## src/rtl/rpq_pkg.sv

```systemverilog
package rpq_pkg;

  localparam int ADDR_W = 12;
  localparam int DATA_W = 32;

  localparam logic [ADDR_W-1:0] A_STATUS = 12'h138;
  localparam logic [ADDR_W-1:0] A_ENABLE = 12'h13C;
  localparam logic [ADDR_W-1:0] A_LINK   = 12'h144;
  localparam logic [ADDR_W-1:0] A_CTRL   = 12'h148;
  localparam logic [ADDR_W-1:0] A_QWORD1 = 12'h158;
  localparam logic [ADDR_W-1:0] A_QWORD2 = 12'h15C;

  localparam int B_INTX    = 16;
  localparam int B_LINKUP  = 11;
  localparam int B_BRIDGE  = 0;
  localparam int B_NEMPTY  = 18;
  localparam int B_OVF     = 19;
  localparam int B_LINE    = 27;
  localparam int B_LEVEL   = 29;
  localparam int B_VALID   = 31;

  typedef struct packed {
    logic [1:0] line;
    logic       level;
  } evt_t;

  function automatic logic [DATA_W-1:0] entry_word1(evt_t e);
    logic [DATA_W-1:0] w;
    w = '0;
    w[B_LINE +: 2] = e.line;
    w[B_LEVEL]     = e.level;
    w[B_VALID]     = 1'b1;
    return w;
  endfunction

  function automatic logic addr_mapped(logic [ADDR_W-1:0] a);
    return (a == A_STATUS) || (a == A_ENABLE) || (a == A_LINK) ||
           (a == A_CTRL) || (a == A_QWORD1) || (a == A_QWORD2);
  endfunction

endpackage

```

## src/rtl/rpq_fifo.sv

```systemverilog
module rpq_fifo
  import rpq_pkg::*;
#(
  parameter int DEPTH = 16
) (
  input  logic clk,
  input  logic rst_n,
  input  logic push_i,
  input  evt_t push_evt_i,
  input  logic pop_i,
  output logic push_ok_o,
  output logic drop_o,
  output logic empty_o,
  output evt_t head_o
);

  localparam int PTR_W = (DEPTH > 1) ? $clog2(DEPTH) : 1;
  localparam logic [PTR_W-1:0] LAST = PTR_W'(DEPTH - 1);

  logic [PTR_W-1:0] wptr_q, wptr_d, wptr_inc;
  logic [PTR_W-1:0] rptr_q, rptr_d, rptr_inc;
  logic             full, pop_ok;
  evt_t             mem_q [DEPTH];

  always_comb begin
    wptr_inc  = (wptr_q == LAST) ? '0 : wptr_q + 1'b1;
    rptr_inc  = (rptr_q == LAST) ? '0 : rptr_q + 1'b1;
    empty_o   = (wptr_q == rptr_q);
    full      = (wptr_inc == rptr_q);
    push_ok_o = push_i && !full;
    drop_o    = push_i && full;
    pop_ok    = pop_i && !empty_o;
    wptr_d    = push_ok_o ? wptr_inc : wptr_q;
    rptr_d    = pop_ok ? rptr_inc : rptr_q;
    head_o    = mem_q[rptr_q];
  end

  always_ff @(posedge clk or negedge rst_n) begin
    if (!rst_n) begin
      wptr_q <= '0;
      rptr_q <= '0;
    end else begin
      wptr_q <= wptr_d;
      rptr_q <= rptr_d;
    end
  end

  always_ff @(posedge clk) begin
    if (push_ok_o) begin
      mem_q[wptr_q] <= push_evt_i;
    end
  end

endmodule

```

## src/rtl/rpq_regs.sv

```systemverilog
module rpq_regs
  import rpq_pkg::*;
(
  input  logic              clk,
  input  logic              rst_n,
  input  logic              wr_status_i,
  input  logic              wr_enable_i,
  input  logic              wr_ctrl_i,
  input  logic [DATA_W-1:0] wdata_i,
  input  logic              push_ok_i,
  input  logic              drop_i,
  input  logic              fifo_empty_i,
  output logic [DATA_W-1:0] status_o,
  output logic [DATA_W-1:0] enable_o,
  output logic [DATA_W-1:0] ctrl_o,
  output logic              bridge_en_o,
  output logic              irq_o
);

  logic              intx_q, intx_d;
  logic              ovf_q, ovf_d;
  logic              bridge_q, bridge_d;
  logic [DATA_W-1:0] enable_q, enable_d;

  always_comb begin
    intx_d   = (intx_q && !(wr_status_i && wdata_i[B_INTX])) || push_ok_i;
    ovf_d    = (ovf_q && !(wr_ctrl_i && wdata_i[B_OVF])) || drop_i;
    bridge_d = wr_ctrl_i ? wdata_i[B_BRIDGE] : bridge_q;
    enable_d = wr_enable_i ? wdata_i : enable_q;
  end

  always_ff @(posedge clk or negedge rst_n) begin
    if (!rst_n) begin
      intx_q   <= 1'b0;
      ovf_q    <= 1'b0;
      bridge_q <= 1'b0;
      enable_q <= '0;
    end else begin
      intx_q   <= intx_d;
      ovf_q    <= ovf_d;
      bridge_q <= bridge_d;
      enable_q <= enable_d;
    end
  end

  always_comb begin
    status_o           = '0;
    status_o[B_INTX]   = intx_q || !fifo_empty_i;
    enable_o           = enable_q;
    ctrl_o             = '0;
    ctrl_o[B_BRIDGE]   = bridge_q;
    ctrl_o[B_NEMPTY]   = !fifo_empty_i;
    ctrl_o[B_OVF]      = ovf_q;
    bridge_en_o        = bridge_q;
    irq_o              = |(status_o & enable_q);
  end

endmodule

```

## src/rtl/rpq_rdmux.sv

```systemverilog
module rpq_rdmux
  import rpq_pkg::*;
(
  input  logic              clk,
  input  logic              rst_n,
  input  logic              rd_req_i,
  input  logic [ADDR_W-1:0] addr_i,
  input  logic              link_up_i,
  input  logic [DATA_W-1:0] status_i,
  input  logic [DATA_W-1:0] enable_i,
  input  logic [DATA_W-1:0] ctrl_i,
  input  logic              fifo_empty_i,
  input  evt_t              head_i,
  output logic [DATA_W-1:0] rdata_o
);

  logic [DATA_W-1:0] rd_d, rdata_q;

  always_comb begin
    rd_d = '0;
    unique case (addr_i)
      A_STATUS: rd_d = status_i;
      A_ENABLE: rd_d = enable_i;
      A_LINK:   rd_d[B_LINKUP] = link_up_i;
      A_CTRL:   rd_d = ctrl_i;
      A_QWORD1: rd_d = fifo_empty_i ? '0 : entry_word1(head_i);
      A_QWORD2: rd_d = '0;
      default:  rd_d = '0;
    endcase
  end

  always_ff @(posedge clk or negedge rst_n) begin
    if (!rst_n) begin
      rdata_q <= '0;
    end else if (rd_req_i) begin
      rdata_q <= rd_d;
    end
  end

  assign rdata_o = rdata_q;

endmodule

```

## src/rtl/rp_intx_queue.sv

```systemverilog
module rp_intx_queue
  import rpq_pkg::*;
#(
  parameter int DEPTH = 16
) (
  input  logic        clk,
  input  logic        rst_n,
  input  logic        link_up_i,
  input  logic        evt_valid_i,
  input  logic [1:0]  evt_line_i,
  input  logic        evt_level_i,
  input  logic        reg_valid_i,
  input  logic        reg_write_i,
  input  logic [11:0] reg_addr_i,
  input  logic [31:0] reg_wdata_i,
  output logic [31:0] reg_rdata_o,
  output logic        irq_o,
  output logic        bridge_en_o
);

  logic       rst_meta_q, rst_core_n;
  logic       wr, rd;
  logic       push_ok, drop, fifo_empty;
  evt_t       push_evt, head;
  logic [DATA_W-1:0] status, enable, ctrl;

  always_ff @(posedge clk or negedge rst_n) begin
    if (!rst_n) begin
      rst_meta_q <= 1'b0;
      rst_core_n <= 1'b0;
    end else begin
      rst_meta_q <= 1'b1;
      rst_core_n <= rst_meta_q;
    end
  end

  always_comb begin
    wr             = reg_valid_i && reg_write_i;
    rd             = reg_valid_i && !reg_write_i;
    push_evt.line  = evt_line_i;
    push_evt.level = evt_level_i;
  end

  rpq_fifo #(.DEPTH(DEPTH)) i_fifo (
    .clk        (clk),
    .rst_n      (rst_core_n),
    .push_i     (evt_valid_i),
    .push_evt_i (push_evt),
    .pop_i      (wr && ((reg_addr_i == A_QWORD1) || (reg_addr_i == A_QWORD2))),
    .push_ok_o  (push_ok),
    .drop_o     (drop),
    .empty_o    (fifo_empty),
    .head_o     (head)
  );

  rpq_regs i_regs (
    .clk          (clk),
    .rst_n        (rst_core_n),
    .wr_status_i  (wr && (reg_addr_i == A_STATUS)),
    .wr_enable_i  (wr && (reg_addr_i == A_ENABLE)),
    .wr_ctrl_i    (wr && (reg_addr_i == A_CTRL)),
    .wdata_i      (reg_wdata_i),
    .push_ok_i    (push_ok),
    .drop_i       (drop),
    .fifo_empty_i (fifo_empty),
    .status_o     (status),
    .enable_o     (enable),
    .ctrl_o       (ctrl),
    .bridge_en_o  (bridge_en_o),
    .irq_o        (irq_o)
  );

  rpq_rdmux i_rdmux (
    .clk          (clk),
    .rst_n        (rst_core_n),
    .rd_req_i     (rd),
    .addr_i       (reg_addr_i),
    .link_up_i    (link_up_i),
    .status_i     (status),
    .enable_i     (enable),
    .ctrl_i       (ctrl),
    .fifo_empty_i (fifo_empty),
    .head_i       (head),
    .rdata_o      (reg_rdata_o)
  );

endmodule

```

## config.mk

```make
export PLATFORM = sky130hd
export DESIGN_NAME = rp_intx_queue
export DESIGN_NICKNAME = d
export VERILOG_FILES = /design/src/rtl/rpq_pkg.sv /design/src/rtl/rpq_fifo.sv /design/src/rtl/rpq_regs.sv /design/src/rtl/rpq_rdmux.sv /design/src/rtl/rp_intx_queue.sv
export SDC_FILE = /design/constraint.sdc
export NUM_CORES = 1
export LEC_CHECK = 0
export ABC_AREA = 1
export BUFFER_PORTS_ARGS = -buffer_cell sky130_fd_sc_hd__buf_2
export CORE_ASPECT_RATIO = 1.2
export CORE_MARGIN = 3
export CORE_UTILIZATION = 55
export DETAILED_ROUTE_END_ITERATION = 6
export PLACE_DENSITY_LB_ADDON = 0.15
export REMOVE_ABC_BUFFERS = 1
export SETUP_SLACK_MARGIN = 0.05
export SYNTH_ARGS = -nofsm -noshare
export SYNTH_HDL_FRONTEND = slang
export SYNTH_SLANG_ARGS = --single-unit
```

## constraint.sdc

```tcl
create_clock -name clk -period 2.8 [get_ports clk]
set_input_delay 0.14 -clock clk [delete_from_list [all_inputs] [get_ports clk]]
set_output_delay 0.14 -clock clk [all_outputs]
set_load 0.005 [all_outputs]
```

* Word-level counts from Yosys, hierarchy flattened *
Memory sizes are Yosys's and may differ from the RTL's.
Cells that the tools add are included.

word-level totals
  flip-flop bits (word level) = 77
  latch bits = 0
  memory bits (writable) = 48
  memory bits (read-only) = 0
  output and inout bits = 34
  logic and storage cells = 54
  memories kept = 1

memory list
  memory        depth  bits a word  read ports  clocked after Yosys merged registers in  wr ports  line            text
  i_fifo.mem_q  16     3            1           0                                        1         rpq_fifo.sv:23  evt_t mem_q [DEPTH];

operators by class
  add/subtract/negate cells = 2
  $mul = 0
  divide/modulo/power cells = 0
  order comparisons = 0
  eq/ne operators = 10
  shift-type cells = 0
  mux-type cells = 8
  bitwise operators = 1
  reduce and logical (&&, ||, !) cells = 23

operators by type and width
  operator               count
  $pmux W20 S4           1
  $eq A12 B9 Y1 const B  6
  $pmux W11 S3           1
  $and A17 B32 Y32       1
  $mux W32               1
  $reduce_or A32 Y1      1
  $logic_and A1 B1 Y1    13
  $add A4 B1 Y4 const B  2
  $eq A4 B4 Y1           2
  $eq A4 B4 Y1 const B   2
  $mux W4                2
  $logic_not A1 Y1       5
  $logic_or A1 B1 Y1     4
  $pmux W1 S3            1
  $mux W1                2

* Longest topological paths before layout *
Gate-level depths: netlist of the first run.

  word-level depth = 7
  gate-level depth with buffers = 11
  depth with buffers taken out = 10

* Modules after synthesis *
Synthesis of the first run repeated with hierarchy kept, for this count alone.

second synthesis, totals
  cells, all modules = 852
  area total of the unflattened synthesis = 7220.7 um^2

modules (own cells, without submodules)
  module         times used  cells each  area an instance (um^2)
  rpq_fifo       1           273         2713.9
  rpq_rdmux      1           326         2274.7
  rpq_regs       1           216         2023.2
  rp_intx_queue  1           37          209.0

* Least setup slack after synthesis of the first run *
OpenSTA, ideal clock, no wires.

  path kind = reg-to-reg
  start = register i_fifo.wptr_q[0]
  end = memory i_fifo.mem_q[10][0] (netlist name), enable pin
  setup time = 319 ps
  arrival = 1490 ps
  slack = 991 ps
  cell stages (with the launch flop) = 8
  buffers on the path = 1
  period minus slack after synthesis = 1809 ps
  path through = dfrtp_1 -> inv_1 -> ha_1 -> xnor2_1 -> nand3_2 -> o21ai_2 -> buf_4 -> nor2_1

between the ends
  longest elaborated chain between the ends = 7
  elaborated cells on any way between the ends = 8
  classes of those cells = add/sub (1); eq/ne (2); mux (3); reduce/logical (2)

RTL lines
  what                                                  line            text
  start: declaration                                    rpq_fifo.sv:20  logic [PTR_W-1:0] wptr_q, wptr_d, wptr_inc;
  start signal: assignment                              rpq_fifo.sv:43  wptr_q <= wptr_d;
  $add A4 B1 Y4 / $eq A4 B4 Y1 (equally long branches)  rpq_fifo.sv:26  wptr_inc = (wptr_q == LAST) ? '0 : wptr_q + 1'b1;
  $mux W4 (*)                                           rpq_fifo.sv:26
  net i_fifo.wptr_inc[1]                                rpq_fifo.sv:20
  $eq A4 B4 Y1 (*)                                      rpq_fifo.sv:29  full = (wptr_inc == rptr_q);
  $logic_not A1 Y1 (*)                                  rpq_fifo.sv:30  push_ok_o = push_i && !full;
  $logic_and A1 B1 Y1 (*)                               rpq_fifo.sv:30
  $mux W1 (*)                                           rpq_fifo.sv:49  if (push_ok_o) begin
  $mux W1 (not written as such) (*)                     rpq_fifo.sv:50  mem_q[wptr_q] <= push_evt_i;
  end: declaration                                      rpq_fifo.sv:23

Mark *: on every way through the listed nets, which the timed path passes. The rest lies on a longest branch.

* Final worst setup path of the first run *
  start = register i_fifo.rptr_q[0]
  end = output port irq_o

between the ends
  longest elaborated chain between the ends = 5

RTL lines
  what                      line                 text
  start: declaration        rpq_fifo.sv:21       logic [PTR_W-1:0] rptr_q, rptr_d, rptr_inc;
  start signal: assignment  rpq_fifo.sv:44       rptr_q <= rptr_d;
  $eq A4 B4 Y1              rpq_fifo.sv:28       empty_o = (wptr_q == rptr_q);
  $logic_not A1 Y1          rpq_regs.sv:48       status_o[B_INTX] = intx_q || !fifo_empty_i;
  $logic_or A1 B1 Y1        rpq_regs.sv:48
  $and A17 B32 Y32          rpq_regs.sv:55       irq_o = |(status_o & enable_q);
  $reduce_or A32 Y1         rpq_regs.sv:55
  end: declaration          rp_intx_queue.sv:17  output logic irq_o,

No other way between the ends.

==> run summary, run 1 <==
The routed wire length came out at 12.9 mm. The site row count is 40. Dividing the detail-routed wire length by the instance count gives 14.9 um. Synthesis handed over a netlist of 619 instances. The count of final setup violators is 0. The routed layout has 4519 vias. The overflow left after global routing came out at 0. The number of cells after detailed placement is 809. The commonest cells after synthesis are nand2_1, dfrtp_1, nand3_1. On the final layout, the worst clock skew is 0.00800 ns.

The path class of the lowest-slack min-delay path is input pin to flop. The number of cells traversed by the worst hold path is 3. The largest fanout on the critical path is 26. Fill cells in the final layout number 757. The floorplan die width came out at 99.1 um. The clock buffer count from CTS is 17.

The buffer levels on the longest clock path is 2. The highest attainable clock frequency came out at 0.406 GHz. A synthesized cell averages 9.24 um^2. Global routing used 23.5% of the available tracks.

In this run the worst setup path begins at i_fifo.rptr_q[0]. The tree is rooted in a clkbuf_16. The number of enable-type register cells in the synthesized netlist came out at 48.

The first routing iteration left 253 violations. The boundary pin count came out at 87. The most frequent cell after synthesis is nand2_1. The final weighted congestion in routability-driven placement came out at 0.841. By instance count, the cell type seen most on the critical path is nand2_1. The register-to-register setup slack is 0.66 ns. STA puts the critical path data arrival time at 2.32 ns. The post-synthesis sequential area ratio came out at 58.9%. After detailed routing, the number of remaining DRC violations is 0. The post-layout minimum cycle time is 2.46 ns. The post-DP HPWL is 8.44 mm. The via count of the first global-routing pass came out at 4467. The number of gates resized after cts is 0. The worst setup path is launched from a flop.

The worst-case reg-to-reg path depth is 7. The endpoint identified for the worst register-to-register timing path is i_fifo.mem_q[13][0]. The fraction of final layout cells sized beyond drive strength 1 came out at 20.6%.

For this run, global-route usage on met3 was measured as 5.81%. The combinational fraction of design power came out at 13.3%. The number of max-cap violations came out at 0.

The area share of the leading cell type in the synthesized netlist is 33.7%. The first global-routing pass estimated 21.4 mm of wire. By startpoint and endpoint, the worst setup path is classified as flop to output pin. The final cell count without fillers is 870.

VDD sags by at most 544 uV. The overall die height came out at 118 um. The internal power component came out at 0.00375 W. Setup repair after global routing left no endpoint under its margin. The global-route layer with the greatest usage is met2. The run finished with clean final reports. The buffers plus inverters on the worst setup path is 4. The H-tree generated during clock tree synthesis spans 4 levels. Entering global routing, the biggest net connects 76 pins. The count of final hold-check violations is 0. The leakage power came out at 3.41 nW. The signal on the critical path passes through clkinv_1, buf_4, nand2_1, nand2_1, nor2_1, nand2_1, o21ai_0, inv_1, buf_2. Counting every sink on the clock net gives 125. The initial utilization of the core area, before any placement, comes to 56.9%. Measured against its own limit, the worst slew margin works out to 37.0%.

Counting flops and latches in the post-synthesis netlist gives 125. The number of routed nets with antenna violations is 0. The critical path's largest stage delay came out at 0.67 ns. The yosys synthesis warning count came out at 0. The number of antenna violations at the first check in global routing was 0.

Sorting the synthesized cells by area gives the leading types as dfrtp_1, edfxtp_1, nand2_1, nand3_1, nor2_1. Among all stages on the critical path, the largest delay is contributed by dfrtp_1. STA classifies the critical path endpoint as an output pin. The post-layout total power is 0.00504 W.

The ratio of final minimum period to clock period came out at 87.9%. In this run the power density over the cells is 710 nW/um^2. The net switching power came out at 0.00130 W. The post-synthesis to final-layout area growth is 24.2%.

The placeable core region is 10100 um^2. Clock latency on the worst-skew pair, taken at its later pin, is 0.41 ns. The part of the total power dissipated in the clock network is 44.5%. The count of inserted antenna diode cells came out at 0. For the worst setup path, the data required time is 2.66 ns. The layout net count is 790. The average vias per placed instance came out at 5.19. The fraction of met2 tracks used by global routing is 41.0%.

The kind of cell with the highest combined delay along the critical path is flip-flops. The area enclosed by the die boundary came out at 11700 um^2. The switching part of the total is 25.7%. The fraction of registers with async set/reset is 61.6%. In this run the cell area of the synthesized design comes to 5720 um^2. The number of distinct library cells after synthesis is 33.

The capture endpoint of the worst hold path is i_regs.enable_o[19]. The total count of max-transition violations in the final report came out at 0. The detailed-routing iteration count for the pre-antenna-repair pass came out at 5. The worst hold path startpoint is reg_wdata_i[19]. The setup TNS after final layout came out at 0 ns. The biggest area contributor in the post-synthesis netlist is dfrtp_1. The clock transition time at the flip-flop clock pins of the worst setup and hold paths came out at 0.05 ns. The proportion of power drawn by flip-flops and latches is 42.2%. The flip-flop cell with the highest count after synthesis is dfrtp_1. The worst register-to-register path begins at i_fifo.wptr_q[0]. TritonCTS built the clock tree. During placement, the flow inserted port buffers numbering 86.

The met1 usage came out at 28.4%. The worst-margin pin slew came out at 0.945 ns.
## cell families (layout without fill, tap and decap cells)
| group | count (synthesis) | in the layout | share of synthesized area [%] |
|---|---|---|---|
| buf+inv | 83 | 208 | 6.69 |
| simple gates | 338 | 338 | 25.1 |
| compound gates | 63 | 63 | 7.50 |
| flops | 125 | 125 | 58.9 |
| other cells | 1 | 1 | 0.0656 |
| xor+xnor | 3 | 3 | 0.460 |
| fa+ha+maj | 6 | 6 | 1.31 |
## power groups by stage
stage,clock network (W),registers [W],logic [W]
finish,0.00225,0.00213,0.000672
global route,0.00237,0.00214,0.000760
CTS,0.00228,0.00213,0.000676
detailed placement,0,0.00216,0.000636
global placement,0,0.00216,0.000623
floorplan,0,0.00213,0.000421
## metal layers
layer	share of wire (%)	up-vias
met4	1.5	0
li1	-	2239
met1	41	2144
met2	53	122
met5	0	-
met3	5.1	14
## timing repair
item	CTS	global route
hold buffers	29	0
endpoints found under the hold margin	30	0
setup buffers	0	0
## metrics by stage
step                util, %  cell area, um^2  hold slack (ns)  worst slack, ns
detailed placement     61.5             6190          -0.0726            0.679
floorplan                 -             5540           -0.156            0.400
global placement       61.5             6190          -0.0754            0.776
finish                 70.6             7100          0.00455            0.338
CTS                    70.6             7100         0.000153            0.365
global route           70.6             7100           0.0130            0.148
## worst reg2reg max path, delay by kind of cell (launching register included)
| family | cells | cell delay, ns |
|---|---|---|
| flops | 1 | 0.48 |
| buf+inv | 2 | 0.44 |
| fa+ha+maj | 1 | 0.35 |
| simple gates | 2 | 0.25 |
| compound gates | 1 | 0.18 |
| xor+xnor | 1 | 0.17 |
## how the worst max path moves through the flow
stage	slack [ns]	cells past startpoint	endpoint
final	0.34	9	irq_o
after global routing	0.15	9	irq_o
after detailed placement	0.68	7	i_fifo.mem_q[14][1]
after floorplan	0.40	5	i_rdmux.rdata_o[0]
after CTS	0.37	9	irq_o
after global placement	0.78	9	i_fifo.mem_q[12][0]
## final cells by class
type	count	area [um^2]	area share (%)
sequential	125	3370	47.5
inverter	54	208	2.92
clock buffer	24	526	7.40
clock inverter	8	100	1.41
tap	126	158	2.22
multi-input combinational	411	1970	27.7
timing repair buffer	122	773	10.9
## placed cells by master (no fill, tap or decap), types with 3 or more instances in the layout
| master | Yosys | final |
|---|---|---|
| buf_4 | 2 | 7 |
| nand4_1 | 3 | 3 |
| inv_1 | 48 | 48 |
| clkbuf_16 | 0 | 20 |
| nor2_1 | 57 | 57 |
| a21oi_1 | 6 | 6 |
| ha_1 | 6 | 6 |
| o21ai_0 | 18 | 18 |
| a21oi_2 | 17 | 17 |
| nand3_1 | 75 | 75 |
| buf_2 | 11 | 86 |
| nand3_2 | 3 | 3 |
| edfxtp_1 | 48 | 48 |
| clkinv_4 | 1 | 3 |
| o31ai_1 | 16 | 16 |
| clkbuf_1 | 9 | 3 |
| clkinv_2 | 0 | 3 |
| dfrtp_1 | 77 | 76 |
| dlygate4sd3_1 | 0 | 29 |
| nand2_1 | 191 | 191 |
| clkinv_1 | 3 | 3 |
## registers in the layout (all words and copies together), names as in the netlist, 4 cells and up
| register | flops |
|---|---|
| i_fifo.mem_q | 48 |
| i_fifo.rptr_q | 4 |
| i_fifo.wptr_q | 4 |
| i_rdmux.rdata_o | 32 |
| i_regs.enable_o | 32 |
Power figures use the tool's default switching activity.
==> run 2: changes to the inputs <==
Settings changed: CELL_PAD_IN_SITES_DETAIL_PLACEMENT set to 1, CELL_PAD_IN_SITES_GLOBAL_PLACEMENT set to 1, CORE_UTILIZATION 55 to 43.
==> run summary, run 2 (synthesis results as in run 1) <==
In this design, the critical path's most frequently occurring cell is nand2_1. The average vias per placed instance is 5.10 (-1.9%). The clock transition time at the flip-flop clock pins of the worst setup and hold paths came out at 0.05 ns (about the same).

The number of max-cap violations came to 0 (unchanged). For hold timing, the worst endpoint is i_rdmux.rdata_o[11]. The highest layer touched by signal routing is met4.

The number of cells traversed by the worst hold path is 3 (unchanged). The register-to-register setup slack is 0.67 ns (about the same). The port buffer count was 86 (unchanged).

The overall die height is 132 um (+12%). The worst endpoint required time came out at 2.66 ns (about the same). The number of flip-flops under the largest register name is 48 (unchanged). In this run the most critical hold path is launched from link_up_i. Grouping stages by cell kind, the critical path spends the most delay in flip-flops.

The number of buffers inserted for hold repair after clock tree synthesis came out at 31 (+6.9%). The signal arrival time at the worst endpoint came out at 2.07 ns (-0.25 ns). The layout net count came out at 793 (+0.38%). The fraction of final layout cells sized beyond drive strength 1 was 20.5% (-0.028 points). The setup TNS after final layout is 0 ns (unchanged).

The clock skew came out at 0.00439 ns (-0.00362 ns). The number of antenna violations at the first check in global routing was 0 (unchanged). The placeable core region is 12800 um^2 (+28%). The buffers plus inverters on the worst setup path is 3 (-1).

The clock network latency to the later pin of the worst-skew pair is 0.41 ns (about the same). The leakage power is 3.41 nW (about the same). The floorplan die width is 111 um (+12%). The critical path's largest stage delay is 0.63 ns (-0.04 ns). The count of final setup violators is 0 (unchanged).

The effective utilization at floorplan is 44.6% (-12 points). The run finished with clean final reports. The post-DP HPWL came out at 10.2 mm (+21%). The count of inserted antenna diode cells came out at 0 (unchanged). The post-synthesis to final-layout area growth came out at 24.7%. The number of gates resized after cts came to 0 (unchanged). The combinational fraction of design power was 13.8% (+0.5 points). The total routing usage reported by global routing is 21.8% (-1.7 points). The routed length on met2 is 7.98 mm (+17%).

The total count of max-transition violations in the final report came to 0 (unchanged). The switching part of the total is 26.4% (+0.65 points). The area of the multi-input gates came to 1970 um^2 (unchanged). The via total after detailed routing is 4633 (+2.5%). The leading cell type in the layout, fill and taps excluded is nand2_1. The relative slew slack is 34.0% (-3.0 points).

The routed wire length is 15.2 mm (+17%). Leaving out fill and tap cells, the most frequent cells in the layout are nand2_1, buf_2, dfrtp_1. Walking the worst path, the cells encountered are inv_2, nand2_1, nand2_1, nor2_1, nand2_1, o21ai_0, inv_1, buf_2.

The clock buffer count from CTS is 17 (unchanged). Setup repair after global routing left no endpoint under its margin. The part of the total power dissipated in the clock network came out at 43.1% (-1.4 points). The final routed wire length divided by cell count came out at 16.7 um (+12%). The clock sink count came out at 125 (unchanged).

The final weighted congestion in routability-driven placement came to 0.769 (-8.6%). The endpoint identified for the worst register-to-register timing path is i_fifo.mem_q[14][1]. The path class of the lowest-slack min-delay path is input pin to flop. The startpoint type of the worst setup path is a flop. The sequential cell area in the final layout came to 3370 um^2 (unchanged). Clock tree synthesis selected as its root buffer the cell clkbuf_16. The start point of the critical path is i_fifo.rptr_q[2]. The via count of the first global-routing pass is 5052 (+13%). The global-route wire length before repair came out at 25.3 mm (+18%). The depth of the CTS H-tree came out at 4 (unchanged). The critical path in this run is classified as flop to output pin. The number of routed nets with antenna violations was 0 (unchanged). The ratio of final minimum period to clock period is 79.0% (-8.9 points).

The detailed-routing iteration count for the pre-antenna-repair pass is 6 (+1). The proportion of power drawn by flip-flops and latches came out at 43.0% (+0.8 points). The buffer levels on the longest clock path came out at 2 (unchanged). The internal power component came to 0.00365 W (-2.7%).

The area enclosed by the die boundary came out at 14700 um^2 (+26%). The overflow left after global routing is 0 (unchanged). The startpoint of the worst register-to-register path is i_fifo.wptr_q[0].

The site row count is 45 (+13%). The maximum vdd drop came to 480 uV (-12%). The met3 wire length was 609 um (-7.6%). The post-layout minimum cycle time is 2.21 ns (-0.250 ns). Counting flops per register, the top entry is i_fifo.mem_q.

The boundary pin count was 87 (unchanged). The pin count of the biggest net entering global routing is 76 (unchanged). The buffers inserted during post-CTS setup optimization came to 0 (unchanged). The routed length on met1 came out at 6.27 mm (+19%). The net switching power came out at 0.00131 W (+0.68%). The number of remaining DRC errors came out at 0 (unchanged). The largest fanout on the critical path was 12 (-54%).

TritonCTS built the clock tree. The worst hold-check slack is 0.0280 ns (+0.0235 ns). The library cell contributing the largest single delay on the critical path is dfrtp_1. The worst-margin pin slew came out at 0.990 ns (+0.0448 ns). The highest attainable clock frequency came out at 0.452 GHz (+11%). STA classifies the critical path endpoint as an output pin. The worst-case reg-to-reg path depth is 7 (unchanged). The power density over the cells is 695 nW/um^2 (-2.2%). The number of filler instances in the final layout is 1490 (+97%). The number of DRC violations after detailed-routing iteration 0 came out at 209 (-17%).

The count of final hold-check violations came out at 0 (unchanged).
-- run 2: power by group through the flow --
stage               registers, W  clock network [W]  logic, W
floorplan                0.00213                  0  0.000421
global placement         0.00216                  0  0.000638
detailed placement       0.00216                  0  0.000660
CTS                      0.00213            0.00219  0.000700
global route             0.00215            0.00226  0.000784
finish                   0.00213            0.00214  0.000685
-- run 2: stage by stage --
| stage | power, W | cell area, um^2 | utilization [%] | instances | setup slack (ns) |
|---|---|---|---|---|---|
| floorplan | 0.00255 | 5540 | - | 590 | 0.400 |
| global placement | 0.00279 | 6240 | 48.6 | 848 | 0.693 |
| detailed placement | 0.00283 | 6240 | 48.6 | 848 | 0.662 |
| CTS | 0.00502 | 7130 | 55.5 | 909 | 0.578 |
| global route | 0.00520 | 7130 | 55.5 | 909 | 0.400 |
| finish | 0.00495 | 7130 | 55.5 | 909 | 0.588 |
-- run 2: metal layers --
| metal | global-route usage, % | vias up |
|---|---|---|
| li1 | - | 2250 |
| met1 | 25.7 | 2253 |
| met2 | 38.7 | 104 |
| met3 | 4.68 | 26 |
| met4 | 8.86 | 0 |
| met5 | 0 | - |
-- run 2: cell type report --
type | count | area share, %
Sequential cell | 125 | 47.3
Multi-Input combinational cell | 411 | 27.6
Timing Repair Buffer | 125 | 11.2
Clock buffer | 23 | 6.84
Inverter | 54 | 2.91
Tap cell | 164 | 2.88
Clock inverter | 7 | 1.25
-- run 2: worst register-to-register path: cells and delay by family (launching register included) --
kind | cells | cell delay (ns)
AOI/OAI and AO/OA | 1 | 0.13
xor gates and xnor gates | 1 | 0.18
adders and majority gates | 1 | 0.36
buffers and inverters | 2 | 0.44
DFF | 1 | 0.50
and+or+nand+nor | 2 | 0.27
-- run 2: how the worst max path moves through the flow --
stage / slack (ns) / depth (start not counted) / to
6_report: 0.59 / 8 / irq_o
5_1_grt: 0.40 / 8 / irq_o
4_1_cts: 0.58 / 8 / irq_o
3_5_place_dp: 0.66 / 7 / i_fifo.mem_q[4][1]
3_3_place_gp: 0.69 / 7 / i_fifo.mem_q[14][1]
2_1_floorplan: 0.40 / 5 / i_rdmux.rdata_o[0]
